**src/rtl/method_dispatch_pkg.sv**
```systemverilog
package method_dispatch_pkg;
  localparam int SID_W = 8;

  typedef struct packed {
    logic rfWrite;
    logic callFire;
    logic immFire;
    logic push;
    logic pop;
    logic ovf;
  } dispatchStrobes_t;
endpackage

```
**src/rtl/method_dispatch_ctrl.sv**
```systemverilog
module method_dispatch_ctrl
  import method_dispatch_pkg::*;
#(
  parameter int OFF_W    = 12,
  parameter int RF_DEPTH = 32,
  parameter int SYNC_OFF = 0,
  parameter int TRIG_OFF = 17,
  parameter int Q_DEPTH  = 4
) (
  input  logic             clk,
  input  logic             rstN,
  input  logic             wrValid,
  input  logic [OFF_W-1:0] wrOffset,
  input  logic [7:0]       condCode,
  input  logic             engineDone,
  output dispatchStrobes_t strobes
);
  localparam int CNT_W = $clog2(Q_DEPTH + 1);
  localparam logic [OFF_W-1:0] RF_LIMIT = OFF_W'(RF_DEPTH);
  localparam logic [OFF_W-1:0] SYNC_A   = OFF_W'(SYNC_OFF);
  localparam logic [OFF_W-1:0] TRIG_A   = OFF_W'(TRIG_OFF);
  localparam logic [CNT_W-1:0] FULL_CNT = CNT_W'(Q_DEPTH);

  logic [CNT_W-1:0] qCount;
  logic [CNT_W-1:0] owedCnt;
  logic [CNT_W:0]   want;
  logic [CNT_W:0]   owedRaw;
  logic [CNT_W:0]   owedCap;
  logic             syncHit;
  logic             deferReq;
  logic             qFull;

  always_comb begin
    syncHit  = wrValid && (wrOffset == SYNC_A);
    deferReq = syncHit && (condCode != 8'd0);
    qFull    = (qCount == FULL_CNT);

    strobes.rfWrite  = wrValid && (wrOffset < RF_LIMIT);
    strobes.callFire = wrValid && (wrOffset == TRIG_A);
    strobes.immFire  = syncHit && (condCode == 8'd0);
    strobes.push     = deferReq && !qFull;
    strobes.ovf      = deferReq && qFull;

    want        = {1'b0, owedCnt} + {{CNT_W{1'b0}}, engineDone};
    strobes.pop = (want != '0) && (qCount != '0) && !strobes.immFire;

    owedRaw = strobes.pop ? (want - 1'b1) : want;
    owedCap = {1'b0, qCount} - {{CNT_W{1'b0}}, strobes.pop};
    if (owedRaw > owedCap) owedRaw = owedCap;
  end

  always_ff @(posedge clk) begin
    if (!rstN) begin
      qCount  <= '0;
      owedCnt <= '0;
    end else begin
      qCount  <= qCount + CNT_W'(strobes.push) - CNT_W'(strobes.pop);
      owedCnt <= owedRaw[CNT_W-1:0];
    end
  end
endmodule

```
**src/rtl/method_dispatch_data.sv**
```systemverilog
module method_dispatch_data
  import method_dispatch_pkg::*;
#(
  parameter int DATA_W   = 32,
  parameter int RF_DEPTH = 32,
  parameter int MID_OFF  = 16,
  parameter int Q_DEPTH  = 4
) (
  input  logic                        clk,
  input  logic                        rstN,
  input  dispatchStrobes_t            strobes,
  input  logic [$clog2(RF_DEPTH)-1:0] wrIdx,
  input  logic [DATA_W-1:0]           wrData,
  output logic                        callValid,
  output logic [DATA_W-1:0]           callId,
  output logic [DATA_W-1:0]           callArg,
  output logic                        syncValid,
  output logic [SID_W-1:0]            syncId,
  output logic                        overflow
);
  localparam int AW    = $clog2(RF_DEPTH);
  localparam int PTR_W = (Q_DEPTH > 1) ? $clog2(Q_DEPTH) : 1;
  localparam logic [PTR_W-1:0] LAST_P = PTR_W'(Q_DEPTH - 1);

  logic [DATA_W-1:0] regFile [RF_DEPTH];
  logic [SID_W-1:0]  queue   [Q_DEPTH];
  logic [PTR_W-1:0]  wrPtr;
  logic [PTR_W-1:0]  rdPtr;

  for (genvar gi = 0; gi < RF_DEPTH; gi++) begin : g_word
    always_ff @(posedge clk) begin
      if (!rstN) regFile[gi] <= '0;
      else if (strobes.rfWrite && (wrIdx == AW'(gi))) regFile[gi] <= wrData;
    end
  end

  for (genvar gq = 0; gq < Q_DEPTH; gq++) begin : g_slot
    always_ff @(posedge clk) begin
      if (!rstN) queue[gq] <= '0;
      else if (strobes.push && (wrPtr == PTR_W'(gq))) queue[gq] <= wrData[SID_W-1:0];
    end
  end

  always_ff @(posedge clk) begin
    if (!rstN) begin
      wrPtr     <= '0;
      rdPtr     <= '0;
      callValid <= 1'b0;
      callId    <= '0;
      callArg   <= '0;
      syncValid <= 1'b0;
      syncId    <= '0;
      overflow  <= 1'b0;
    end else begin
      if (strobes.push) wrPtr <= (wrPtr == LAST_P) ? '0 : wrPtr + 1'b1;
      if (strobes.pop)  rdPtr <= (rdPtr == LAST_P) ? '0 : rdPtr + 1'b1;
      callValid <= strobes.callFire;
      if (strobes.callFire) begin
        callId  <= regFile[MID_OFF];
        callArg <= wrData;
      end
      syncValid <= strobes.immFire || strobes.pop;
      if (strobes.immFire)  syncId <= wrData[SID_W-1:0];
      else if (strobes.pop) syncId <= queue[rdPtr];
      overflow <= strobes.ovf;
    end
  end
endmodule

```
**src/rtl/method_dispatch_top.sv**
```systemverilog
module method_dispatch_top
  import method_dispatch_pkg::*;
#(
  parameter int OFF_W    = 12,
  parameter int DATA_W   = 32,
  parameter int RF_DEPTH = 32,
  parameter int SYNC_OFF = 0,
  parameter int MID_OFF  = 16,
  parameter int TRIG_OFF = 17,
  parameter int Q_DEPTH  = 4
) (
  input  logic              clk,
  input  logic              rstN,
  input  logic              wrValid,
  input  logic [OFF_W-1:0]  wrOffset,
  input  logic [DATA_W-1:0] wrData,
  input  logic              engineDone,
  output logic              callValid,
  output logic [DATA_W-1:0] callId,
  output logic [DATA_W-1:0] callArg,
  output logic              syncValid,
  output logic [7:0]        syncId,
  output logic              overflow
);
  localparam int AW = $clog2(RF_DEPTH);

  dispatchStrobes_t strobes;

  method_dispatch_ctrl #(
    .OFF_W(OFF_W), .RF_DEPTH(RF_DEPTH), .SYNC_OFF(SYNC_OFF),
    .TRIG_OFF(TRIG_OFF), .Q_DEPTH(Q_DEPTH)
  ) u_ctrl (
    .clk(clk), .rstN(rstN), .wrValid(wrValid), .wrOffset(wrOffset),
    .condCode(wrData[15:8]), .engineDone(engineDone), .strobes(strobes)
  );

  method_dispatch_data #(
    .DATA_W(DATA_W), .RF_DEPTH(RF_DEPTH), .MID_OFF(MID_OFF), .Q_DEPTH(Q_DEPTH)
  ) u_data (
    .clk(clk), .rstN(rstN), .strobes(strobes), .wrIdx(wrOffset[AW-1:0]),
    .wrData(wrData), .callValid(callValid), .callId(callId), .callArg(callArg),
    .syncValid(syncValid), .syncId(syncId), .overflow(overflow)
  );
endmodule

```
**config.mk**
```make
export PLATFORM = sky130hd
export DESIGN_NAME = method_dispatch_top
export DESIGN_NICKNAME = d
export VERILOG_FILES = /design/src/rtl/method_dispatch_pkg.sv /design/src/rtl/method_dispatch_ctrl.sv /design/src/rtl/method_dispatch_data.sv /design/src/rtl/method_dispatch_top.sv
export SDC_FILE = /design/constraint.sdc
export NUM_CORES = 1
export LEC_CHECK = 0
export ABC_AREA = 1
export BUFFER_PORTS_ARGS = -buffer_cell sky130_fd_sc_hd__buf_4
export CAP_MARGIN = 30
export CORE_MARGIN = 4
export CORE_UTILIZATION = 45
export CTS_CLUSTER_SIZE = 20
export DETAILED_ROUTE_END_ITERATION = 6
export PLACE_DENSITY = 0.71
export RECOVER_POWER = 100
export SYNTH_ARGS = -nofsm -noshare
export SYNTH_HDL_FRONTEND = slang
export SYNTH_HIERARCHICAL = 1
export SYNTH_SLANG_ARGS = --single-unit
```
**constraint.sdc**
```tcl
create_clock -name clk -period 2.81 [get_ports clk]
set_input_delay 0.1405 -clock clk [delete_from_list [all_inputs] [get_ports clk]]
set_output_delay 0.1405 -clock clk [all_outputs]
set_load 0.02 [all_outputs]
```
==> results of run 1 <==
## cells by family (layout without fill, tap and decap cells)
| family | Yosys count | count (layout) | synth area share |
|---|---|---|---|
| compound gates | 116 | 116 | 0.0946 |
| flops | 151 | 151 | 0.592 |
| simple gates | 308 | 308 | 0.205 |
| xor+xnor | 4 | 4 | 0.00566 |
| buf+inv | 99 | 253 | 0.0649 |
| fa+ha+maj | 18 | 18 | 0.0376 |
## cells in the final DEF, fill, tap and decap left out, types with 2 or more instances in the layout
cell / Yosys / layout
clkbuf_8: 0 / 6
o21ai_0: 68 / 67
ha_4: 0 / 6
nand2_4: 1 / 2
inv_2: 1 / 3
nand2_2: 4 / 6
dlygate4sd3_1: 0 / 11
nand3_2: 3 / 7
xor2_1: 2 / 2
nor3_1: 3 / 3
nand3_1: 31 / 26
bufinv_16: 0 / 2
inv_4: 0 / 2
dfxtp_1: 87 / 86
nor2_4: 0 / 3
ha_1: 17 / 11
a21oi_2: 0 / 3
clkbuf_1: 12 / 76
clkinv_4: 0 / 2
clkbuf_16: 0 / 18
nand2_1: 105 / 102
nor2_1: 156 / 152
buf_4: 2 / 66
inv_1: 65 / 61
a21oi_1: 46 / 43
edfxtp_1: 64 / 64
## per-layer routing
metal / GRT usage / share of wire
met4: 0.0810 / 0.024
met5: 0 / 0
met1: 0.247 / 0.42
met2: 0.323 / 0.49
met3: 0.0567 / 0.070
## through the flow
stage / hold WS, ps / setup WS (ps) / TNS (ps)
floorplan: 234 / 11.1 / 0
global placement: 416 / -10.7 / -21.6
detailed placement: 419 / -115 / -333
CTS: 2.08 / -26.5 / -39.6
global route: 6.74 / -197 / -548
finish: 19.2 / -26.4 / -58.5
## tightest hold or removal path: cells and delay by family
family / cells / cell delay [ps]
buffers and inverters: 2 / 130
AO/OA/AOI/OAI: 1 / 120
## state kept, by name, summed over array words and instances, names as in the netlist, 2 cells and up, named ones only
signal          count
u_data/callId      32
u_data/callArg     32
u_data/regFile     32
u_data/wrPtr        2
u_data/rdPtr        2
u_ctrl/owedCnt      3
u_data/queue       32
u_data/syncId       8
u_ctrl/qCount       3
## timing repair
item                       4_1_cts  5_1_grt
gates resized for setup         15       11
setup buffers                    8        3
pin swaps                       15       15
hold buffers                    11        0
setup endpoints to repair        3        3
cloned                           0        0
hold endpoints to repair        11        0
## final cells by class
class / instances / area, um2 / area share
Multi-Input combinational cell: 446 / 2300 / 0.288
Sequential cell: 151 / 3660 / 0.458
Inverter: 67 / 262 / 0.0327
Clock buffer: 25 / 537 / 0.0671
Tap cell: 176 / 220 / 0.0275
Timing Repair Buffer: 155 / 931 / 0.116
Clock inverter: 6 / 85.1 / 0.0106
## worst paths after layout
check,from,to,cells past startpoint
max,u_ctrl/owedCnt[0],u_ctrl/owedCnt[0],19
min,wrData[10],u_data/callArg[10],3
max reg2reg,u_ctrl/owedCnt[0],u_ctrl/owedCnt[0],19
min reg2reg,u_data/regFile[16][9],u_data/callId[9],2
## power groups by stage
stage | clock (mW) | sequential (mW) | combinational [mW]
2_1_floorplan | 0 | 2.60 | 1.32
3_3_place_gp | 0 | 2.60 | 1.74
3_5_place_dp | 0 | 2.60 | 1.83
4_1_cts | 2.36 | 2.56 | 2.15
5_1_grt | 2.48 | 2.59 | 2.63
6_report | 2.33 | 2.56 | 2.35
==> impl_metrics.csv, run 1 <==
group,metric,value,unit
outcome,status,"complete, but fails checks",
outcome,violations,"max-capacitance violations, max-slew violations, negative setup slack",
drt,drtPass1Iterations,5,
logic_synthesis,yosys.cell_types.count,28,
layout,final_util,0.600,
global_routing,grt-ovfl-total,0,
power_and_ir_drop,clkPwrFrac,0.321,
logic_synthesis,syn_nets,762,
timing,final_hold_viol_count,0,
power_and_ir_drop,power.internal,4.95,mW
global_routing,grt_pass1_wl,24800,um
logic_synthesis,avgSynthCellArea,8.89,um2
power_and_ir_drop,switchingPower,2.30,mW
power_and_ir_drop,seq_power_share,0.354,
logic_synthesis,synth_ff_type,"dfxtp_1",
worst_setup_path,critPathMaxStageDelay,330,ps
drt,wl,15200,um
power_and_ir_drop,peakVddDrop,872,uV
timing,max_freq,353,MHz
placement,io_buffer_count,122,
power_and_ir_drop,power.density,905,nW/um2
die,die_area,15700,um2
die,core_area,13300,um2
logic_synthesis,syn_inst,696,
cts,cts_made_buffers,17,
worst_setup_path,path_delay_family,"adder cells",
logic_synthesis,async_flop_share,0,
worst_setup_path,cp_max_fo,6,
drt,vias,5084,
logic_synthesis,synth.area.top_cells,"edfxtp_1 (31%), dfxtp_1 (28%), nor2_1 (9.5%), nand2_1 (6.4%), o21ai_0 (5.5%)",
hold_path,hold_path_class,"input port to flip-flop",
drt,ant_nets,0,
layout,syn_to_final_growth,29.3,%
cts,cts_sinks,151,
cts,clk_path_buf_depth,2,
layout,finish.instance_area,8000,um2
layout,drive_above_1_share,0.164,
cts,cts_tree,"done",
cts,clk_pin_slew,60,ps
cts,clock_latency,420,ps
layout,fillers,1191,
drt,via_per_inst,4.96,
logic_synthesis,synth_common_cells,"nor2_1 (156), nand2_1 (105), dfxtp_1 (87), o21ai_0 (68), inv_1 (65)",
die,io_pins,123,
power_and_ir_drop,p_total,7.24,mW
logic_synthesis,synth-seq-area-share,0.592,
logic_synthesis,synth_area,6190,um2
cts,cts_root_buffer,"clkbuf_16",
timing,rsz0062_at_grt,"yes",
timing,fin_crit_sh,1.01,
global_routing,first_global_vias,4954,
worst_setup_path,cp_slowest_cell,"dfxtp_2",
placement,placed_area,7340,um2
logic_synthesis,synth.ff_latch_count,151,
power_and_ir_drop,leakage,3.49,nW
timing,postLayoutSetupSlackWorst,-26.4,ps
timing,slew_headroom,-0.0685,
worst_setup_path,critPathBufInv,4,
layout,stdcell_count,1026,
drt,drt-initial-drc-count,486,
logic_synthesis,ys_warn_count,6,
worst_setup_path,critPathRequiredTime,3120,ps
worst_setup_path,critPathKind,"flip-flop to flip-flop",
logic_synthesis,yosysMostFrequentCell,"nor2_1",
run,maxCapViolCount,1,
timing,tightest_slew,1600,ps
global_routing,grt_max_degree,98,
worst_setup_path,cp-end-kind,"flip-flop",
timing,finalSetupViolCount,3,
die,rows,42,
timing,maxSlewViolCount,98,
cts,cts-htree-levels,4,
worst_setup_path,crit_path_cell_trace,"ha_4, ha_4, inv_4, ha_4, nand3_2, nand2_2, clkinv_4, nand2_4, inv_4, ha_4, ha_4, xnor2_2, ha_1, nand2_2, inv_2, a221oi_4, nand2_4, a21oi_2, nor2_1",
drt,drc,0,
global_routing,track_usage,0.197,
timing,finClkSkew,5.25,ps
drt,wl_per_cell,14.8,um
die,initial_core_util,0.464,
layout,antenna_cells,0,
worst_setup_path,cp-start-kind,"flip-flop",
global_routing,antenna_found_initial,0,
logic_synthesis,yosys.area.top_type,"edfxtp_1",
power_and_ir_drop,swShare,0.317,
logic_synthesis,synth.top_cell.area_share,0.311,
die,die_w,125,um
worst_setup_path,timing.critical_path.mode_cell,"ha_4",
placement,gp_congestion,0.824,
worst_setup_path,worstPathArrival,3140,ps
timing,finalCriticalPeriod,2840,ps
worst_setup_path,timing.reg2reg.setup_slack,-30,ps
die,fp.dieH,125,um
placement,place_inst,972,
layout,nets,904,
placement,hpwl,9920,um
power_and_ir_drop,p_comb_frac,0.325,
logic_synthesis,synth_edf_count,64,
Power figures use the tool's default switching activity.
==> run 2: changes to the inputs <==
--- a/config.mk
+++ b/config.mk
@@ -8,11 +8,13 @@
 export ABC_AREA = 1
 export BUFFER_PORTS_ARGS = -buffer_cell sky130_fd_sc_hd__buf_4
 export CAP_MARGIN = 30
+export CELL_PAD_IN_SITES_DETAIL_PLACEMENT = 0
+export CELL_PAD_IN_SITES_GLOBAL_PLACEMENT = 1
 export CORE_MARGIN = 4
-export CORE_UTILIZATION = 45
+export CORE_UTILIZATION = 37
 export CTS_CLUSTER_SIZE = 20
 export DETAILED_ROUTE_END_ITERATION = 6
-export PLACE_DENSITY = 0.71
+export PLACE_DENSITY = 0.76
 export RECOVER_POWER = 100
 export SYNTH_ARGS = -nofsm -noshare
 export SYNTH_HDL_FRONTEND = slang
==> constraint.sdc (replaced) <==
create_clock -name clk -period 2.81 [get_ports clk]
set_input_delay 0 -clock clk [delete_from_list [all_inputs] [get_ports clk]]
set_output_delay 0 -clock clk [all_outputs]
set_load 0.02 [all_outputs]
==> impl_metrics.csv, run 2 (same netlist as run 1, synthesis figures left out) <==
group,metric,value,unit
power_and_ir_drop,seq_power_share,0.348,
global_routing,use_met2,0.290,
global_routing,grt_max_degree,94,
layout,final_util,0.498,
timing,finalSetupViolCount,2,
power_and_ir_drop,power.internal,4.92,mW
placement,gp_congestion,0.796,
outcome,status,"complete, but fails checks",
die,rows,47,
global_routing,grtUsageMet1,0.221,
global_routing,grt_busiest_layer,"met2",
timing,fin_tns_setup,-46.6,ps
drt,wl,16000,um
run,maxCapViolCount,1,
die,initial_core_util,0.376,
die,io_pins,123,
global_routing,first_global_vias,4954,
timing,postLayoutSetupSlackWorst,-32.3,ps
cts,cts_sinks,151,
layout,syn_to_final_growth,32.5,%
power_and_ir_drop,switchingPower,2.43,mW
placement,hpwl,10500,um
global_routing,track_usage,0.172,
drt,drtPass1Iterations,4,
worst_setup_path,cp-start-kind,"flip-flop",
drt,via_per_inst,4.67,
power_and_ir_drop,p_comb_frac,0.351,
hold_path,hold_path_class,"input port to flip-flop",
cts,clk_path_buf_depth,2,
power_and_ir_drop,leakage,3.54,nW
timing,timing.hold.ws,29.1,ps
placement,placed_area,7430,um2
timing,final_hold_viol_count,0,
timing,finClkSkew,8.90,ps
layout,nets,926,
layout,final_common_cell,"nor2_1",
worst_setup_path,cp-end-kind,"flip-flop",
worst_setup_path,critPathKind,"flip-flop to flip-flop",
placement,io_buffer_count,122,
layout,antenna_cells,0,
drt,ant_nets,0,
cts,clk_pin_slew,60,ps
layout,finish.instance_area,8200,um2
outcome,violations,"max-capacitance violations, max-slew violations, negative setup slack",
timing,maxSlewViolCount,33,
die,fp.dieH,137,um
cts,cts_made_buffers,17,
global_routing,grt_pass1_wl,25200,um
cts,cts-htree-levels,4,
global_routing,grt.met3_usage,0.0351,
worst_setup_path,critPathRequiredTime,3160,ps
power_and_ir_drop,swShare,0.331,
timing,finalCriticalPeriod,2840,ps
drt,vias,5103,
timing,slew_headroom,-0.0419,
power_and_ir_drop,clkPwrFrac,0.301,
layout,layout_common_cells,"nor2_1 (153), nand2_1 (103), dfxtp_1 (86)",
cts,cts_tree,"done",
global_routing,grt-ovfl-total,0,
power_and_ir_drop,peakVddDrop,866,uV
layout,drive_above_1_share,0.160,
die,die_w,137,um
timing,max_freq,352,MHz
cts,cts_root_buffer,"clkbuf_16",
die,die_area,18900,um2
timing,rsz0062_at_grt,"yes",
timing,tightest_slew,1560,ps
worst_setup_path,cp_max_fo,6,
cts,clock_latency,420,ps
worst_setup_path,timing.reg2reg.setup_slack,-30,ps
drt,wl_per_cell,14.7,um
drt,drt-initial-drc-count,277,
timing,fin_crit_sh,1.01,
power_and_ir_drop,power.density,897,nW/um2
drt,drc,0,
worst_setup_path,worstPathArrival,3190,ps
global_routing,antenna_found_initial,0,
die,core_area,16500,um2
==> run 2: cell types whose count changed in the layout (fill, tap and decap cells not counted), moves of 2 or more <==
cell | previous run | this run
clkbuf_1 | 76 | 78
clkinvlp_4 | 1 | 3
dlygate4sd3_1 | 11 | 28
inv_4 | 2 | 5
clkbuf_4 | 0 | 2
clkbuf_8 | 6 | 0
nor4_1 | 0 | 2
inv_6 | 0 | 3
nand2_2 | 6 | 4
inv_2 | 3 | 1
==> run 2: per-stage QoR <==
| step | worst slack (ps) | instances | power [mW] |
|---|---|---|---|
| global route | -194 | 1093 | 7.80 |
| global placement | -40.8 | 1019 | 4.41 |
| finish | -32.3 | 1093 | 7.35 |
| floorplan | 11.1 | 696 | 3.92 |
| CTS | -4.59 | 1089 | 7.14 |
| detailed placement | -117 | 1020 | 4.49 |
==> run 2: worst paths after layout <==
| kind | start | to | cells after the start |
|---|---|---|---|
| setup / recovery | u_ctrl/owedCnt[0] | u_ctrl/owedCnt[1] | 20 |
| hold / removal | wrData[3] | u_data/callArg[3] | 3 |
| setup reg to reg | u_ctrl/owedCnt[0] | u_ctrl/owedCnt[1] | 20 |
| hold reg to reg | u_data/regFile[16][0] | u_data/callId[0] | 2 |
==> run 2: final cells by class <==
class	instances	area, um2
repair buffers	177	1110
flip-flops and latches	151	3660
fillers	1641	8270
clock buffers	18	429
multi-input cells	446	2310
clock inverters	14	146
well taps	220	275
inverters	67	262
==> run 2: what timing repair did <==
item | 4_1_cts | 5_1_grt
hold buffers | 28 | 0
gates resized for setup | 16 | 14
hold endpoints to repair | 52 | 0
pin swaps | 15 | 15
cloned | 0 | 0
setup buffers | 9 | 4
endpoints found under the setup margin | 3 | 3
==> run 2: power groups by stage <==
| stage | clock network (mW) | registers [mW] | logic, mW |
|---|---|---|---|
| 2_1_floorplan | 0 | 2.60 | 1.32 |
| 3_3_place_gp | 0 | 2.60 | 1.81 |
| 3_5_place_dp | 0 | 2.61 | 1.88 |
| 4_1_cts | 2.27 | 2.56 | 2.31 |
| 5_1_grt | 2.37 | 2.58 | 2.85 |
| 6_report | 2.21 | 2.56 | 2.58 |
==> run 2: worst max-delay path, cell delays in order (launching register included) <==
cell and delay (ps):
dfxtp_2 330, ha_4 160, ha_4 240, inv_4 60, ha_4 120, nand3_2 70, nand2_2 90, inv_4 40
nand2_4 60, inv_4 40, ha_4 160, ha_4 170, xnor2_4 200, ha_4 240, nand2_4 80, inv_4 40
a221oi_4 270, nand2_4 120, nand3_2 90, nand2_1 50, nor2_1 130
==> run 2: metal layers <==
layer,part of all wire,wire length [um],up-vias
met3,0.050,803,14
met5,0,0,-
met2,0.49,7900,130
li1,-,-,2581
met1,0.44,7130,2378
met4,0.012,197,0
==> run 3: changes to the inputs <==
--- a/config.mk
+++ b/config.mk
@@ -14,6 +14,7 @@
 export CORE_UTILIZATION = 37
 export CTS_CLUSTER_SIZE = 20
 export DETAILED_ROUTE_END_ITERATION = 6
+export GPL_TIMING_DRIVEN = 0
 export PLACE_DENSITY = 0.76
 export RECOVER_POWER = 100
 export SYNTH_ARGS = -nofsm -noshare
==> impl_metrics.csv, run 3 (same netlist as run 1, synthesis figures left out) <==
group,metric,value,unit
cts,cts_made_buffers,17,
global_routing,grt_pass1_wl,25400,um
timing,fin_tns_setup,-140,ps
power_and_ir_drop,power.density,868,nW/um2
drt,drtPass1Iterations,5,
timing,maxSlewViolCount,0,
die,fp.dieH,137,um
die,die_area,18900,um2
placement,io_buffer_count,122,
cts,cts_root_buffer,"clkbuf_16",
cts,cts_sinks,151,
global_routing,antenna_found_initial,0,
drt,wl_per_cell,14.9,um
layout,antenna_cells,0,
layout,layout_common_cells,"nor2_1 (155), nand2_1 (102), clkbuf_1 (94)",
worst_setup_path,crit_path_cell_trace,"ha_4, ha_4, inv_4, ha_4, nand3_4, nand2_4, clkinv_4, nand2_4, inv_4, ha_4, ha_4, xnor2_2, ha_1, nand2_2, nor2_1, nand3_2, a21oi_2, nor2_1",
power_and_ir_drop,peakVddDrop,460,uV
placement,gp_congestion,0.818,
die,die_w,137,um
die,io_pins,123,
global_routing,grtUsageMet1,0.222,
layout,nets,939,
power_and_ir_drop,leakage,3.55,nW
die,initial_core_util,0.376,
drt,wl,16500,um
global_routing,track_usage,0.176,
cts,clock_latency,410,ps
drt,vias,5254,
global_routing,first_global_vias,5069,
timing,max_freq,349,MHz
worst_setup_path,cp_slowest_cell,"dfxtp_2",
layout,syn_to_final_growth,32.9,%
timing,rsz0062_at_grt,"yes",
cts,clk_path_buf_depth,2,
worst_setup_path,cp-end-kind,"flip-flop",
worst_setup_path,worstPathArrival,3170,ps
timing,finalSetupViolCount,3,
timing,tightest_slew,684,ps
drt,via_per_inst,4.75,
worst_setup_path,critPathRequiredTime,3120,ps
worst_setup_path,critPathKind,"flip-flop to flip-flop",
placement,hpwl,11800,um
layout,multi_input_area,2260,um2
cts,cts_tree,"done",
layout,fillers,1632,
cts,clk_pin_slew,60,ps
outcome,status,"complete, but fails checks",
drt,drc,0,
timing,finalCriticalPeriod,2860,ps
global_routing,grt-ovfl-total,0,
global_routing,grt_max_degree,23,
global_routing,grt.met3_usage,0.0449,
timing,finClkSkew,4.42,ps
worst_setup_path,timing.critical_path.mode_cell,"ha_4",
layout,final_common_cell,"nor2_1",
timing,slew_headroom,0.542,
worst_setup_path,cp-start-kind,"flip-flop",
timing,postLayoutSetupSlackWorst,-51.5,ps
worst_setup_path,critPathMaxStageDelay,330,ps
worst_setup_path,cp_max_fo,6,
cts,cts-htree-levels,4,
drt,ant_nets,0,
timing,timing.hold.ws,7.80,ps
global_routing,grt_busiest_layer,"met2",
die,rows,47,
timing,fin_crit_sh,1.02,
die,core_area,16500,um2
layout,register_area,3660,um2
outcome,violations,"negative setup slack",
hold_path,hold_path_class,"input port to flip-flop",
global_routing,use_met2,0.288,
layout,final_util,0.499,
run,maxCapViolCount,0,
timing,final_hold_viol_count,0,
layout,drive_above_1_share,0.151,
drt,drt-initial-drc-count,305,
## run 3: cell types whose count changed in the layout (fill, tap and decap cells not counted), moves of 2 or more
cell       previous run  this run
nor2_1              153       155
inv_2                 1         3
nor2_4                3         1
inv_4                 5         2
clkbuf_1             78        94
buf_2                 0        11
buf_4                67        54
clkbuf_16            17        19
## run 3: worst max-delay path: cells and delay by family, from the launching register on
family / cells / cell delay (ps)
adder cells (fa/ha/maj): 6 / 1120
XOR/XNOR: 1 / 140
AO/OA/AOI/OAI: 1 / 190
AND/OR/NAND/NOR: 7 / 820
flip-flops: 1 / 330
buffers and inverters: 3 / 160
## run 3: routing by layer
layer  wire length (um)  vias to the layer above  part of all wire
met5                  0                        -                 0
met4                453                        0             0.027
met3               1020                       28             0.062
met2               7790                      176              0.47
met1               7220                     2433              0.44
li1                   -                     2617                 -
## run 3: report_power, final
group / leakage [nW] / total, mW / internal, mW / switching, mW
clock: 0.300 / 2.41 / 1.51 / 0.902
sequential: 1.34 / 2.51 / 2.44 / 0.0715
combinational: 1.91 / 2.22 / 0.919 / 1.30
total: 3.55 / 7.14 / 4.87 / 2.27
## run 3: worst paths after layout
kind | startpoint | slack, ps | endpoint | depth (start not counted)
max reg2reg | u_ctrl/owedCnt[0] | -50 | u_ctrl/owedCnt[0] | 18
min reg2reg | u_data/regFile[16][2] | 470 | u_data/callId[2] | 2
min | wrData[4] | 8 | u_data/callArg[4] | 3
max | u_ctrl/owedCnt[0] | -50 | u_ctrl/owedCnt[0] | 18
## run 3: layout make-up
class,instances,area share
inverters,67,0.0318
plain buffers,32,0.0172
well taps,220,0.0335
clock inverters,13,0.0199
clock buffers,19,0.0578
flip-flops and latches,151,0.446
repair buffers,158,0.119
multi-input cells,446,0.275
## run 3: what timing repair did
| item | in CTS | in global routing |
|---|---|---|
| endpoints found under the setup margin | 3 | 3 |
| buffers inserted | 3 | 4 |
| hold buffers | 28 | 0 |
| endpoints found under the hold margin | 57 | 0 |
| gates resized for setup | 11 | 12 |
| pin swaps | 11 | 11 |
## run 3: through the flow
stage / cell area, um2 / total power [mW] / setup slack (ps) / cells
finish: 8220 / 7.14 / -51.5 / 1106
global route: 8220 / 7.53 / -153 / 1106
CTS: 8470 / 6.97 / -8.61 / 1102
detailed placement: 7480 / 4.37 / -215 / 1039
global placement: 7450 / 4.33 / -153 / 1038
floorplan: 6260 / 3.92 / 11.1 / 696
